===== src/rtl/bmdma_pkg.sv =====
package bmdma_pkg;
  // Word indices on the register bus
  localparam int unsigned WORD_CTL = 0;
  localparam int unsigned WORD_PTR = 1;
  // Byte lanes inside the control word
  localparam int unsigned LANE_CMD  = 0;
  localparam int unsigned LANE_STAT = 2;
  // Command byte fields
  localparam int unsigned CMD_RUN = 0;
  localparam int unsigned CMD_DIR = 3;
  // Status byte fields
  localparam int unsigned ST_ACT  = 0;
  localparam int unsigned ST_ERR  = 1;
  localparam int unsigned ST_IRQ  = 2;
  localparam int unsigned ST_CAP0 = 5;

  typedef struct packed {
    logic act;
    logic err;
    logic irq;
  } stat_flags_t;
endpackage


===== src/rtl/bmdma_cmd_reg.sv =====
module bmdma_cmd_reg #(
  parameter int unsigned CMD_W = 8
) (
  input  logic             clk,
  input  logic             rst,
  input  logic             wr_stb,
  input  logic [CMD_W-1:0] wdata,
  output logic [CMD_W-1:0] cmd_q
);
  always_ff @(posedge clk) begin
    if (rst)         cmd_q <= '0;
    else if (wr_stb) cmd_q <= wdata;
  end


  cmd_load_chk: assert property (@(posedge clk) disable iff (rst)
    wr_stb |=> cmd_q == $past(wdata));
endmodule


===== src/rtl/bmdma_stat_reg.sv =====
module bmdma_stat_reg
  import bmdma_pkg::*;
#(
  parameter int unsigned NUM_DRIVES = 2,
  parameter int unsigned BYTE_W     = 8
) (
  input  logic                  clk,
  input  logic                  rst,
  input  logic                  run_wr,
  input  logic                  run_val,
  input  logic                  stat_wr,
  input  logic [BYTE_W-1:0]     stat_wdata,
  input  logic                  done_p,
  input  logic                  err_p,
  input  logic                  irq_p,
  output stat_flags_t           flags_q,
  output logic [NUM_DRIVES-1:0] cap_q
);
  logic clr_err, clr_irq;
  assign clr_err = stat_wr && stat_wdata[ST_ERR];
  assign clr_irq = stat_wr && stat_wdata[ST_IRQ];

  // Active bit: a command write takes priority over the done pulse
  always_ff @(posedge clk) begin
    if (rst)         flags_q.act <= 1'b0;
    else if (run_wr) flags_q.act <= run_val;
    else if (done_p) flags_q.act <= 1'b0;
  end

  // Sticky flags: a hardware set wins over a write-one clear
  always_ff @(posedge clk) begin
    if (rst) begin
      flags_q.err <= 1'b0;
      flags_q.irq <= 1'b0;
    end else begin
      if (err_p)        flags_q.err <= 1'b1;
      else if (clr_err) flags_q.err <= 1'b0;
      if (irq_p)        flags_q.irq <= 1'b1;
      else if (clr_irq) flags_q.irq <= 1'b0;
    end
  end

  // Per-drive capability bits
  for (genvar d = 0; d < NUM_DRIVES; d++) begin : g_cap
    always_ff @(posedge clk) begin
      if (rst)          cap_q[d] <= 1'b0;
      else if (stat_wr) cap_q[d] <= stat_wdata[ST_CAP0 + d];
    end
  end


  err_set_wins_chk: assert property (@(posedge clk) disable iff (rst)
    err_p |=> flags_q.err);

  err_w1c_chk: assert property (@(posedge clk) disable iff (rst)
    (stat_wr && stat_wdata[ST_ERR] && !err_p) |=> !flags_q.err);

  irq_hold_chk: assert property (@(posedge clk) disable iff (rst)
    (flags_q.irq && !(stat_wr && stat_wdata[ST_IRQ])) |=> flags_q.irq);

  act_rise_chk: assert property (@(posedge clk) disable iff (rst)
    $rose(flags_q.act) |-> $past(run_wr && run_val));
endmodule


===== src/rtl/bmdma_ptr_reg.sv =====
module bmdma_ptr_reg #(
  parameter int unsigned PTR_W = 32
) (
  input  logic               clk,
  input  logic               rst,
  input  logic               wr_stb,
  input  logic [PTR_W/8-1:0] be,
  input  logic [PTR_W-1:0]   wdata,
  output logic [PTR_W-1:0]   ptr_q
);
  localparam int unsigned LANES = PTR_W / 8;

  for (genvar l = 0; l < LANES; l++) begin : g_lane
    always_ff @(posedge clk) begin
      if (rst)
        ptr_q[l*8 +: 8] <= '0;
      else if (wr_stb && be[l])
        ptr_q[l*8 +: 8] <= wdata[l*8 +: 8];
    end
  end
endmodule


===== src/rtl/bmdma_regs.sv =====
module bmdma_regs
  import bmdma_pkg::*;
#(
  parameter int unsigned ADDR_W     = 4,
  parameter int unsigned DATA_W     = 32,
  parameter int unsigned NUM_DRIVES = 2
) (
  input  logic              clk,
  input  logic              rst,
  input  logic [ADDR_W-1:0] reg_addr,
  input  logic              reg_wr,
  input  logic [3:0]        reg_be,
  input  logic [31:0]       reg_wdata,
  input  logic              reg_rd,
  output logic [31:0]       reg_rdata,
  input  logic              eng_done,
  input  logic              eng_err,
  input  logic              eng_irq,
  output logic              eng_start,
  output logic              eng_to_mem,
  output logic [31:0]       tbl_base,
  output logic              irq_out,
  output logic              xfer_good
);
  localparam int unsigned BYTE_W = 8;
  localparam int unsigned LANES  = DATA_W / BYTE_W;
  localparam int unsigned WIDX_W = ADDR_W - 2;

  logic [WIDX_W-1:0]     word;
  logic                  sel_ctl, sel_ptr;
  logic                  cmd_wr, stat_wr, ptr_wr;
  logic [BYTE_W-1:0]     cmd_q;
  stat_flags_t           flags;
  logic [NUM_DRIVES-1:0] cap;
  logic [BYTE_W-1:0]     stat_byte;
  logic [DATA_W-1:0]     ptr_q;
  logic [DATA_W-1:0]     rd_mux;

  assign word    = reg_addr[ADDR_W-1:2];
  assign sel_ctl = (word == WIDX_W'(WORD_CTL));
  assign sel_ptr = (word == WIDX_W'(WORD_PTR));
  assign cmd_wr  = reg_wr && sel_ctl && reg_be[LANE_CMD];
  assign stat_wr = reg_wr && sel_ctl && reg_be[LANE_STAT];
  assign ptr_wr  = reg_wr && sel_ptr;

  bmdma_cmd_reg #(.CMD_W(BYTE_W)) u_cmd (
    .clk    (clk),
    .rst    (rst),
    .wr_stb (cmd_wr),
    .wdata  (reg_wdata[LANE_CMD*BYTE_W +: BYTE_W]),
    .cmd_q  (cmd_q)
  );

  bmdma_stat_reg #(.NUM_DRIVES(NUM_DRIVES), .BYTE_W(BYTE_W)) u_stat (
    .clk        (clk),
    .rst        (rst),
    .run_wr     (cmd_wr),
    .run_val    (reg_wdata[LANE_CMD*BYTE_W + CMD_RUN]),
    .stat_wr    (stat_wr),
    .stat_wdata (reg_wdata[LANE_STAT*BYTE_W +: BYTE_W]),
    .done_p     (eng_done),
    .err_p      (eng_err),
    .irq_p      (eng_irq),
    .flags_q    (flags),
    .cap_q      (cap)
  );

  bmdma_ptr_reg #(.PTR_W(DATA_W)) u_ptr (
    .clk    (clk),
    .rst    (rst),
    .wr_stb (ptr_wr),
    .be     (reg_be[LANES-1:0]),
    .wdata  (reg_wdata[DATA_W-1:0]),
    .ptr_q  (ptr_q)
  );

  // Assemble the status byte; unused positions read zero
  always_comb begin
    stat_byte         = '0;
    stat_byte[ST_ACT] = flags.act;
    stat_byte[ST_ERR] = flags.err;
    stat_byte[ST_IRQ] = flags.irq;
    for (int d = 0; d < NUM_DRIVES; d++)
      stat_byte[ST_CAP0 + d] = cap[d];
  end

  always_comb begin
    rd_mux = '0;
    if (sel_ctl) begin
      rd_mux[LANE_CMD*BYTE_W  +: BYTE_W] = cmd_q;
      rd_mux[LANE_STAT*BYTE_W +: BYTE_W] = stat_byte;
    end else if (sel_ptr) begin
      rd_mux = ptr_q;
    end
  end

  always_ff @(posedge clk) begin
    if (rst)         reg_rdata <= '0;
    else if (reg_rd) reg_rdata <= rd_mux;
  end

  assign eng_start  = cmd_q[CMD_RUN];
  assign eng_to_mem = cmd_q[CMD_DIR];
  assign tbl_base   = ptr_q;
  assign irq_out    = flags.irq;
  assign xfer_good  = flags.irq && !flags.err && !flags.act;


  rd_unmapped_chk: assert property (@(posedge clk) disable iff (rst)
    (reg_rd && !sel_ctl && !sel_ptr) |=> reg_rdata == '0);
endmodule


===== config.mk =====
export PLATFORM = sky130hd
export DESIGN_NAME = bmdma_regs
export DESIGN_NICKNAME = d
export VERILOG_FILES = /design/src/rtl/bmdma_pkg.sv /design/src/rtl/bmdma_cmd_reg.sv /design/src/rtl/bmdma_stat_reg.sv /design/src/rtl/bmdma_ptr_reg.sv /design/src/rtl/bmdma_regs.sv
export SDC_FILE = /design/constraint.sdc
export NUM_CORES = 1
export LEC_CHECK = 0
export BUFFER_PORTS_ARGS = -buffer_cell sky130_fd_sc_hd__clkbuf_2
export CORE_MARGIN = 5
export CORE_UTILIZATION = 43
export DETAILED_ROUTE_END_ITERATION = 10
export PLACE_DENSITY = 0.71
export SLEW_MARGIN = 5
export SYNTH_ARGS = -nofsm -noshare
export SYNTH_HDL_FRONTEND = slang
export SYNTH_SLANG_ARGS = --single-unit

===== constraint.sdc =====
create_clock -name clk -period 1.75 [get_ports clk]
set_input_delay 0.35 -clock clk [delete_from_list [all_inputs] [get_ports clk]]
set_output_delay 0.35 -clock clk [all_outputs]
set_load 0.05 [all_outputs]

# After elaboration in Yosys (flattened, before gate mapping)
# Cells that the tools add are included.
dict set report word_totals {
  ff_bits 77
  in_bits 47
  output_inout_bits 68
  wordCells 41
}
dict set report classes {
  eq_ne 1
  mux 11
  n_reduce_logical 18
}
# op n
set ops {}
lappend ops {{$mux W32} 1}
lappend ops {{$mux W8} 4}
lappend ops {{$logic_and A1 B1 Y1} 12}
lappend ops {{$mux W1} 6}
lappend ops {{$reduce_bool A2 Y1} 3}
lappend ops {{$eq A2 B1 Y1 const B} 1}
lappend ops {{$logic_not A1 Y1} 2}
lappend ops {{$logic_not A2 Y1} 1}

# Longest topological paths before layout
dict set report depth {
  word_depth 6
  mapped_depth 4
  depth_no_buf 2
}

# Cells and area by module
# Synthesis repeated with hierarchy kept, for this count alone.
dict set report unflattened {
  cells_unflattened 282
  area_unflattened_um2 3143.0
}
# module n_inst cells_per_inst area_each_um2
set by_module_without_submodules {}
lappend by_module_without_submodules {bmdma_ptr_reg 1 146 1463.9}
lappend by_module_without_submodules {bmdma_regs 1 92 1216.2}
lappend by_module_without_submodules {bmdma_cmd_reg 1 26 285.3}
lappend by_module_without_submodules {bmdma_stat_reg 1 18 177.7}

# Worst setup path before layout
# No wires, ideal clock.
dict set report synth_timing {
  kind {register to output}
  from {register u_stat.flags_q[0] in the netlist's numbering}
  to {output port xfer_good}
  arrival_time_ns 1.868
  required_ns 1.400
  path_slack_ns -0.468
  stages_incl_launch_ff 2
  cell_sequence {dfxtp_1 -> nor3b_1}
}
dict set report synth_between {
  elab_chain_len 2
}
# element line
set synth_rtl {}
lappend synth_rtl {{start: declaration} bmdma_stat_reg.sv:16} ;# output stat_flags_t flags_q,
lappend synth_rtl {{$logic_and A1 B1 Y1 (2 in a row)} bmdma_regs.sv:106} ;# assign xfer_good = flags.irq && !flags.err && !flags.act;
lappend synth_rtl {{end: declaration} bmdma_regs.sv:23} ;# output logic xfer_good
# No other way between the ends.

# Worst setup path after layout
# Same ends and word-level chain as after synthesis.

==> summary.txt <==
Outcome
  – Status: finished, final reports clean

Worst setup path
  – CP required: roughly 1.4 ns
  – Crit end category: output port
  – CP max-delay cell: dfxtp_1
  – Reg2reg setup slack: about 0.83 ns
  – CP Cell Sequence: nor3b_2 -> clkbuf_2
  – CP Launch Type: flop
  – Slowest stage delay, CP: between 0.3 and 0.4 ns
  – CP Class: reg -> out
  – CP arrival: 1.17 ns
  – Crit Path Max Fanout: 4

Global routing
  – Initial antenna violation count: 0
  – Largest net degree at the start of global routing: 37
  – Grt peak-use layer: met2
  – Tot GR Track Use: approximately 16%
  – GRT overflow: 0
  – Met2 GRT Util: 25.8%
  – Vias in the first global route: approximately 2400
  – Global-route wire length before repair: ~12 mm
  – Met3 Track Usage GR: under 10%
  – Met1 Usage GRT: roughly a fifth

Timing
  – Post-route clock period utilization: 86.9%
  – Crit path time final: 1.52 ns
  – Slew of the pin with the lowest slew margin: roughly 0.52 ns
  – Clock Skew: about 0.0074 ns
  – RSZ-0062 raised after global routing: no
  – Max Freq: 0.658 GHz
  – Final setup margin: between 0.2 and 0.25 ns
  – Hold slack: approximately 0.22 ns
  – Final hold violations: 0
  – Final setup viols: 0
  – Setup TNS Final: 0 ns
  – Slew Limit Headroom: between 60% and 70%
  – Max-slew violations: 0

Die
  – Die height: about 96 um
  – Die width: between 90 and 100 um
  – Std-Cell Rows: 31
  – Die area: between 0.009 and 0.01 mm2
  – Starting Density: 44.0%
  – I/O pin total: 115
  – Core box area: 0.00721 mm2

Placed design
  – Detail Placement HPWL: about 5.3 mm
  – Pre-CTS setup slack: ~0.36 ns
  – Port Buffers: ~110
  – GP Congestion: around 0.74

Yosys
  – Yosys reg bits: 77
  – Netlist cell types: 20
  – Syn nets: 325
  – Warnings from Yosys: 0
  – Cells after Synth: 278
  – Post-Synthesis Cell Area: between 0.003 and 0.004 mm2
  – Sequential-to-total area share from yosys stat: between 40% and 50%
  – Syn avg cell area: 11.4 um2

Routing
  – Via count: about 2400
  – First drt pass iteration count: 4
  – Wire per inst: between 10 and 15 um
  – DRT iter0 DRCs: 67
  – Via density: 4.86
  – Antenna Nets Post-Route: 0
  – Drt total wl: ~7.3 mm
  – DRC: 0

Power
  – Cell Pwr Density: about 900 mW/mm2
  – Leakage power: between 1.5 and 2 nW
  – Worst vdd ir: 0.000400 V

Clock network
  – Worst-path clk slew: around 0.080 ns
  – CTS HTree Levels: 3
  – Post-CTS Hold Buffers: 0
  – Clk_lat worst skew: between 0.3 and 0.4 ns
  – CTS tree: yes
  – Post CTS Setup Buffer Count: 0
  – Cells resized by post-CTS repair: 0
  – Clk root buf: clkbuf_8
  – # clock sinks: slightly below 80
  – Max Buffers Root-to-Sink: 2
  – CTS Buf Count: 9

Cells and area
  – Nets: between 400 and 500
  – Number of fill cells in the layout: 669
  – P&R area growth vs syn: 29.2%
  – Ant diodes: 0
  – Multi-input logic area: 0.00153 mm2
  – FF/Latch Area: 0.00154 mm2
  – Share of layout cells above drive strength 1: between 30% and 40%

Min path
  – HP Class: in -> reg

Run
  – Max cap viols: 0
==> where the power goes <==
part,total [mW],internal (mW),switching (mW)
combinational,0.358,0.143,0.215
sequential,1.80,1.78,0.0217
clock,1.52,0.880,0.637
==> registers in the layout, summed over array words and instances (netlist names) <==
register        cells
u_ptr.ptr_q        32
reg_rdata          32
u_cmd.cmd_q         8
u_stat.cap_q        2
u_stat.flags_q      3
==> area by class of cell <==
type                    instances  area share [%]
clock buffers                  11            3.69
clock inverters                 5            2.01
inverters                       2           0.183
multi-input cells             178            37.3
flip-flops and latches         77            37.5
well taps                      99            3.02
repair buffers                126            16.2
==> layout by cell type, fill, tap and decap left out <==
master / netlist / layout
clkinvlp_4: 0 / 3
nor2_4: 0 / 1
nor2_1: 3 / 2
nand4bb_1: 2 / 2
or3b_4: 1 / 1
or3b_1: 1 / 1
nor4bb_1: 2 / 1
nand2b_1: 74 / 74
nor4bb_4: 0 / 1
o2bb2ai_1: 3 / 3
a311oi_1: 2 / 2
clkbuf_2: 0 / 112
mux2i_1: 56 / 56
a22o_1: 19 / 19
clkbuf_8: 0 / 11
nor3b_2: 0 / 1
inv_1: 2 / 2
buf_4: 4 / 14
and4b_1: 4 / 4
dfxtp_1: 77 / 77
bufinv_16: 0 / 2
o2bb2ai_2: 10 / 10
==> cells in the mapped netlist <==
| library cell | count | area share, % |
|---|---|---|
| o2bb2ai_1 | 3 | 0.83 |
| and4b_1 | 4 | 1.3 |
| nand2b_1 | 74 | 15 |
| clkbuf_1 | 7 | 0.83 |
| nor3b_1 | 1 | 0.24 |
| nand4bb_1 | 2 | 0.71 |
| nor2_1 | 3 | 0.35 |
| o2bb2ai_2 | 10 | 4.7 |
| buf_6 | 1 | 0.35 |
| or3b_1 | 1 | 0.28 |
| dfxtp_1 | 77 | 49 |
| a311oi_1 | 2 | 0.55 |
| inv_1 | 2 | 0.24 |
| a22o_1 | 19 | 5.2 |
| buf_2 | 8 | 1.3 |
| buf_4 | 4 | 0.95 |
| nor4bb_1 | 2 | 0.63 |
| mux2i_1 | 56 | 18 |
| or3b_4 | 1 | 0.35 |
| buf_8 | 1 | 0.47 |
==> stage by stage <==
step | utilization, % | cell area, um2 | std cells | power (mW)
finish | 56.9 | 4110 | 498 | 3.68
global route | 56.9 | 4110 | 498 | 3.84
CTS | 56.9 | 4110 | 498 | 3.72
detailed placement | 53.7 | 3870 | 482 | 2.20
global placement | 53.7 | 3870 | 482 | 2.20
floorplan | - | 3180 | 278 | 2.08
==> final timing paths <==
path                             to         startpoint  cells after the start
hold reg to reg        reg_rdata[4]       reg_rdata[4]                      1
setup / recovery          xfer_good  u_stat.flags_q[0]                      2
setup reg to reg  u_stat.flags_q[2]  u_stat.flags_q[2]                      2
hold / removal    u_stat.flags_q[1]      reg_wdata[17]                      2
==> worst max-delay path, delay by kind of cell, from the launching register on <==
kind / cells / cell delay [ns]
buffers and inverters: 1 / 0.29
flip-flops: 1 / 0.37
AND/OR/NAND/NOR: 1 / 0.17
==> per-layer routing <==
metal  vias to the layer above  share of wire (%)  wire, um
li1                       1205                  -         -
met3                         6                8.3       605
met1                      1122                 47      3430
met4                         0               0.93        68
met5                         -                  0         0
met2                        85                 44      3230
==> cells by family after synthesis <==
logic type | after synthesis | share of synthesized area [%]
buffers and inverters | 23 | 4.10
DFF | 77 | 48.5
and+or+nand+nor | 88 | 18.4
AOI/OAI and AO/OA | 34 | 11.3
muxes | 56 | 17.6
Power figures use the tool's default switching activity.
